**config.mk**
```make
export PLATFORM = sky130hd
export DESIGN_NAME = dead_time_inserter
export DESIGN_NICKNAME = d
export VERILOG_FILES = /design/src/rtl/dti_pkg.sv /design/src/rtl/dti_datapath.sv /design/src/rtl/dti_control.sv /design/src/rtl/dead_time_inserter.sv
export SDC_FILE = /design/constraint.sdc
export NUM_CORES = 1
export LEC_CHECK = 0
export ABC_AREA = 1
export BUFFER_PORTS_ARGS = -buffer_cell sky130_fd_sc_hd__buf_2
export CORE_MARGIN = 8
export CORE_UTILIZATION = 55
export CTS_BUF_LIST = sky130_fd_sc_hd__clkbuf_8
export CTS_CLUSTER_SIZE = 14
export DETAILED_ROUTE_END_ITERATION = 16
export PLACE_DENSITY = 0.73
export SLEW_MARGIN = 10
export SYNTH_ARGS = -nofsm -noshare
export SYNTH_HDL_FRONTEND = slang
export SYNTH_SLANG_ARGS = --single-unit
```
**constraint.sdc**
```tcl
create_clock -name clk -period 2.6 [get_ports clk]
set_input_delay 0.26 -clock clk [delete_from_list [all_inputs] [get_ports clk]]
set_output_delay 0.26 -clock clk [all_outputs]
set_load 0.005 [all_outputs]
```
**src/rtl/dti_pkg.sv**
```systemverilog
package dti_pkg;

  // Conduction state of the half bridge
  typedef enum logic [1:0] {
    ST_OFF  = 2'd0,   // both off, no gap counting (reset / forced)
    ST_HIGH = 2'd1,   // high-side switch conducting
    ST_LOW  = 2'd2,   // low-side switch conducting
    ST_GAP  = 2'd3    // both off, counting toward a target side
  } dtiState_e;

  // Strobes from control to the gap datapath
  typedef struct packed {
    logic loadRise;   // start a gap before high-side turn-on
    logic loadFall;   // start a gap before low-side turn-on
    logic countDown;  // advance the running gap by one cycle
  } dtiStrobe_t;

endpackage

```
**src/rtl/dti_datapath.sv**
```systemverilog
module dti_datapath
  import dti_pkg::*;
#(
  parameter int DT_W     = 16,
  parameter int RST_DEAD = 4
) (
  input  logic            clk,
  input  logic            rstN,
  input  logic [DT_W-1:0] riseDead,
  input  logic [DT_W-1:0] fallDead,
  input  logic            periodSync,
  input  dtiStrobe_t      strb,
  output logic            riseZero,
  output logic            fallZero,
  output logic            gapDone
);

  localparam logic [DT_W-1:0] RST_VAL = DT_W'(RST_DEAD);
  localparam logic [DT_W-1:0] ONE     = DT_W'(1);

  logic [DT_W-1:0] activeRise;
  logic [DT_W-1:0] activeFall;
  logic [DT_W-1:0] gapCnt;

  // Working copies: refreshed only on the period strobe
  always_ff @(posedge clk or negedge rstN) begin
    if (!rstN) begin
      activeRise <= RST_VAL;
      activeFall <= RST_VAL;
    end else if (periodSync) begin
      activeRise <= riseDead;
      activeFall <= fallDead;
    end
  end

  // Gap counter: loaded with length-1, done when it reaches zero
  always_ff @(posedge clk or negedge rstN) begin
    if (!rstN) begin
      gapCnt <= '0;
    end else if (strb.loadRise) begin
      gapCnt <= activeRise - ONE;
    end else if (strb.loadFall) begin
      gapCnt <= activeFall - ONE;
    end else if (strb.countDown) begin
      gapCnt <= gapCnt - ONE;
    end
  end

  assign riseZero = (activeRise == '0);
  assign fallZero = (activeFall == '0);
  assign gapDone  = (gapCnt == '0);

endmodule

```
**src/rtl/dti_control.sv**
```systemverilog
module dti_control
  import dti_pkg::*;
(
  input  logic       clk,
  input  logic       rstN,
  input  logic       cmdHigh,
  input  logic       forceOff,
  input  logic       riseZero,
  input  logic       fallZero,
  input  logic       gapDone,
  output dtiStrobe_t strb,
  output logic       gateHighN,
  output logic       gateLowN
);

  dtiState_e state, stateNext;
  logic      target, targetNext;
  logic      startMove;
  logic      zeroGap;

  always_ff @(posedge clk or negedge rstN) begin
    if (!rstN) begin
      state  <= ST_OFF;
      target <= 1'b0;
    end else begin
      state  <= stateNext;
      target <= targetNext;
    end
  end

  always_comb begin
    stateNext  = state;
    targetNext = target;
    strb       = '0;
    startMove  = 1'b0;
    zeroGap    = cmdHigh ? riseZero : fallZero;

    unique case (state)
      ST_OFF:  startMove = 1'b1;
      ST_HIGH: startMove = !cmdHigh;
      ST_LOW:  startMove = cmdHigh;
      ST_GAP: begin
        if (cmdHigh != target) begin
          startMove = 1'b1;
        end else if (gapDone) begin
          stateNext = target ? ST_HIGH : ST_LOW;
        end else begin
          strb.countDown = 1'b1;
        end
      end
      default: stateNext = ST_OFF;
    endcase

    if (startMove) begin
      targetNext = cmdHigh;
      if (zeroGap) begin
        stateNext = cmdHigh ? ST_HIGH : ST_LOW;
      end else begin
        stateNext     = ST_GAP;
        strb.loadRise = cmdHigh;
        strb.loadFall = !cmdHigh;
      end
    end

    // Shutdown overrides everything
    if (forceOff) begin
      stateNext = ST_OFF;
      strb      = '0;
    end
  end

  assign gateHighN = (state != ST_HIGH);
  assign gateLowN  = (state != ST_LOW);

endmodule

```
**src/rtl/dead_time_inserter.sv**
```systemverilog
module dead_time_inserter
  import dti_pkg::*;
#(
  parameter int DT_W     = 16,
  parameter int RST_DEAD = 4
) (
  input  logic            clk,
  input  logic            rstN,
  input  logic            cmdHigh,
  input  logic [DT_W-1:0] riseDead,
  input  logic [DT_W-1:0] fallDead,
  input  logic            periodSync,
  input  logic            forceOff,
  output logic            gateHighN,
  output logic            gateLowN
);

  dtiStrobe_t strb;
  logic       riseZero;
  logic       fallZero;
  logic       gapDone;

  dti_datapath #(
    .DT_W    (DT_W),
    .RST_DEAD(RST_DEAD)
  ) i_datapath (
    .clk       (clk),
    .rstN      (rstN),
    .riseDead  (riseDead),
    .fallDead  (fallDead),
    .periodSync(periodSync),
    .strb      (strb),
    .riseZero  (riseZero),
    .fallZero  (fallZero),
    .gapDone   (gapDone)
  );

  dti_control i_control (
    .clk      (clk),
    .rstN     (rstN),
    .cmdHigh  (cmdHigh),
    .forceOff (forceOff),
    .riseZero (riseZero),
    .fallZero (fallZero),
    .gapDone  (gapDone),
    .strb     (strb),
    .gateHighN(gateHighN),
    .gateLowN (gateLowN)
  );

endmodule

```
==> impl_metrics.yaml <==
outcome:
  status: "finished, final reports clean"
clocking:
  cts_tree: "done"
  cts.sinks: 51
  cts.path.max_buffers: 2
  clock_latency_ns: 0.31
  root_buffer: "clkbuf_8"
  htree_levels: 2
  numCtsBuffers: 5
  clk_pin_slew_ns: 0.10
logic_synthesis:
  synth-simple-area-share_pct: 39.4
  yosys.area_share.adder_pct: 0.380
  ys_ff_latch: 51
  syn_area_per_cell_um2: 6.81
  synth_area_leaders: "dfrtp_1, nand2_1, inv_1"
  synth_cell_type_count: 33
  synth_top_area_share_pct: 37.2
  syn_inst: 484
  netlist_area_um2: 3300
  muxShareOfSynthArea_pct: 2.39
  synth-xor-area-share_pct: 0.797
  async_flop_share_pct: 100
  synth_top_family_by_area: "simple AND/OR/NAND/NOR gates"
  yosys-top-cells-count: "nand2_1, inv_1, dfrtp_1"
  synth_area_leader_cell: "dfrtp_1"
  synth_edf_count: 0
  synth.most_common_cell: "nand2_1"
  yosys_warnings: 0
  synth-compound-area-share_pct: 7.97
  synth_nets: 522
  ys.flop_type: "dfrtp_1"
  synth.yosys.seq_area_share_pct: 38.8
critical_path:
  critPathMaxFanout: 19
  cp_slowest_cell: "dfstp_2"
  crit_type: "reg2reg"
  worstSetupEndpointType: "register"
  critPathArrivalTime_ns: 2.59
  max_stage_delay_ns: 0.55
  start_kind: "register"
  crit_chain: "nor2_1 -> nand2_1 -> nor2_1 -> nand2_1 -> nand4_4 -> inv_2 -> buf_4 -> nand2_1 -> nand2_1 -> nand3_2 -> nor2_4 -> nand4_1 -> nand3_1 -> nand2_1"
  crit_top_cell: "nand2_1"
  cp.required_ns: 2.81
power:
  power.total_mw: 2.93
  power_per_cell_area_nw_per_um2: 798
  p_leak_nw: 1.91
  ir_worst_vdd_v: 0.000378
timing:
  setup_viol: 0
  worst_slew_pin_slew_ns: 0.684
  period_needed_ns: 2.38
  whs_ns: 0.146
  max_slew_margin_pct: 54.4
  finalMaxSlewViolations: 0
  fmax_mhz: 421
  skew_ns: 0.00944
  post-route-period-util_pct: 91.4
  hold_viol: 0
  rsz0062_at_grt: "no"
  setup_tns_ns: 0
floorplanning:
  coreArea_um2: 5850
  die_w_um: 93.4
  num_rows: 28
  dieArea_um2: 8730
  die_y_um: 93.4
  io_pins: 39
  initial_utilization_pct: 56.3
global_route:
  grt_pass1_vias: 2993
  grt_pass1_wl_um: 14300
  grt_max_degree: 49
  track_usage_pct: 20.4
  antenna_found_initial: 0
  overflow: 0
detailed_routing:
  drtPass1Iterations: 6
  drtAntennaViolNets: 0
  vias_per_cell: 5.31
  vias: 3153
  drc: 0
  drt_wl_total_um: 8320
  first_iter_violations: 290
  routedWlPerCell_um: 14.0
cells_and_area:
  area_growth_pct: 11.3
  drive_gt1_share_pct: 15.2
  layout.nets: 556
  fill_cells: 562
  utilization_pct: 62.7
  antenna_cells: 0
placed_design:
  port-buffer-count: 38
  dp_hpwl_um: 6640
  routabilityCongestion: 0.881
run:
  drv_cap: 0
worst_hold_path:
  hp-class: "in2reg"
[power breakdown]
group | switching [mW] | internal (mW)
Sequential | 0.155 | 0.970
Combinational | 0.809 | 0.418
Clock | 0.285 | 0.292
Total | 1.25 | 1.68
[kinds of logic after synthesis]
kind of cell             count (synthesis)
AO/OA/AOI/OAI                           50
flip-flops                              51
AND/OR/NAND/NOR                        291
adder cells (fa/ha/maj)                  1
multiplexers                             7
XOR/XNOR                                 3
buffers and inverters                   81
[layout by cell type, fill, tap and decap left out]
cell type | Yosys | routed
nand2_1 | 173 | 173
inv_1 | 57 | 57
dfrtp_1 | 49 | 49
nand3_1 | 41 | 41
o21ai_0 | 38 | 38
buf_2 | 6 | 38
nor2_1 | 36 | 35
nand4_1 | 29 | 29
buf_4 | 1 | 10
o21ai_1 | 7 | 7
mux2_2 | 7 | 7
clkbuf_8 | 0 | 5
nand3_2 | 3 | 3
nor2_2 | 1 | 2
nor2_4 | 2 | 2
xor2_1 | 2 | 2
dfstp_2 | 2 | 2
or2_2 | 1 | 1
nand2_4 | 1 | 1
nand3_4 | 1 | 1
nand4_4 | 1 | 1
a21oi_2 | 1 | 1
inv_2 | 1 | 1
nand2_2 | 1 | 1
nor4_1 | 1 | 1
a311oi_1 | 1 | 1
o21a_1 | 1 | 1
clkinv_1 | 1 | 1
a21oi_1 | 1 | 1
xnor2_1 | 1 | 1
o211ai_1 | 1 | 1
ha_1 | 1 | 1
bufinv_16 | 0 | 1
clkinv_4 | 0 | 1
inv_6 | 0 | 1
dlygate4sd3_1 | 0 | 1
[layout make-up]
type	instances	area (um^2)	share of cell area, %
timing repair buffer	49	275	7.51
sequential	51	1280	34.9
clock inverter	3	47.5	1.30
tap	75	93.8	2.56
clock buffer	5	68.8	1.88
multi-input combinational	352	1680	45.9
inverter	59	221	6.04
[flip-flops by register name (all words and copies together) (netlist names)]
register and flops:
i_datapath.activeRise 16, i_control.state 2, i_datapath.activeFall 16, i_datapath.gapCnt 16, i_control.target 1
[layer usage]
metal / vias up / GRT usage (%) / wire, um
met5: - / 0 / 0
met4: 0 / 3.89 / 41
met3: 4 / 3.93 / 420
met2: 90 / 29.8 / 3590
met1: 1436 / 30.3 / 4270
li1: 1623 / - / -
[final timing paths]
kind	depth (start not counted)	from	endpoint	slack, ns
setup / recovery	14	i_datapath.activeRise[2]	i_datapath.gapCnt[12]	0.22
hold / removal	3	fallDead[14]	i_datapath.activeFall[14]	0.15
setup reg to reg	14	i_datapath.activeRise[2]	i_datapath.gapCnt[12]	0.22
hold reg to reg	2	i_control.state[1]	i_control.state[1]	0.54
max in group asynchronous	3	rstN	i_datapath.activeRise[2]	1.45
min in group asynchronous	2	rstN	i_datapath.gapCnt[9]	0.35
[worst max-delay path: cells and delay by family, from the launching register on]
| kind | cells | cell delay, ns |
|---|---|---|
| buffers and inverters | 2 | 0.38 |
| flip-flops | 1 | 0.55 |
| AND/OR/NAND/NOR | 12 | 1.35 |
[what timing repair did]
| item | CTS | global route |
|---|---|---|
| setup endpoints to repair | 0 | 1 |
| setup buffers | 0 | 0 |
| gates resized for setup | 0 | 1 |
| hold buffers | 1 | 0 |
| hold endpoints to repair | 13 | 0 |
[per-stage QoR]
step	cell area (um^2)	setup slack, ns	instances
after floorplan	3300	0.445	484
after CTS	3660	0.235	594
after global placement	3540	0.294	585
after global routing	3670	0.00696	594
final	3670	0.225	594
after detailed placement	3540	0.253	585
(Power assumes the default switching activity.)
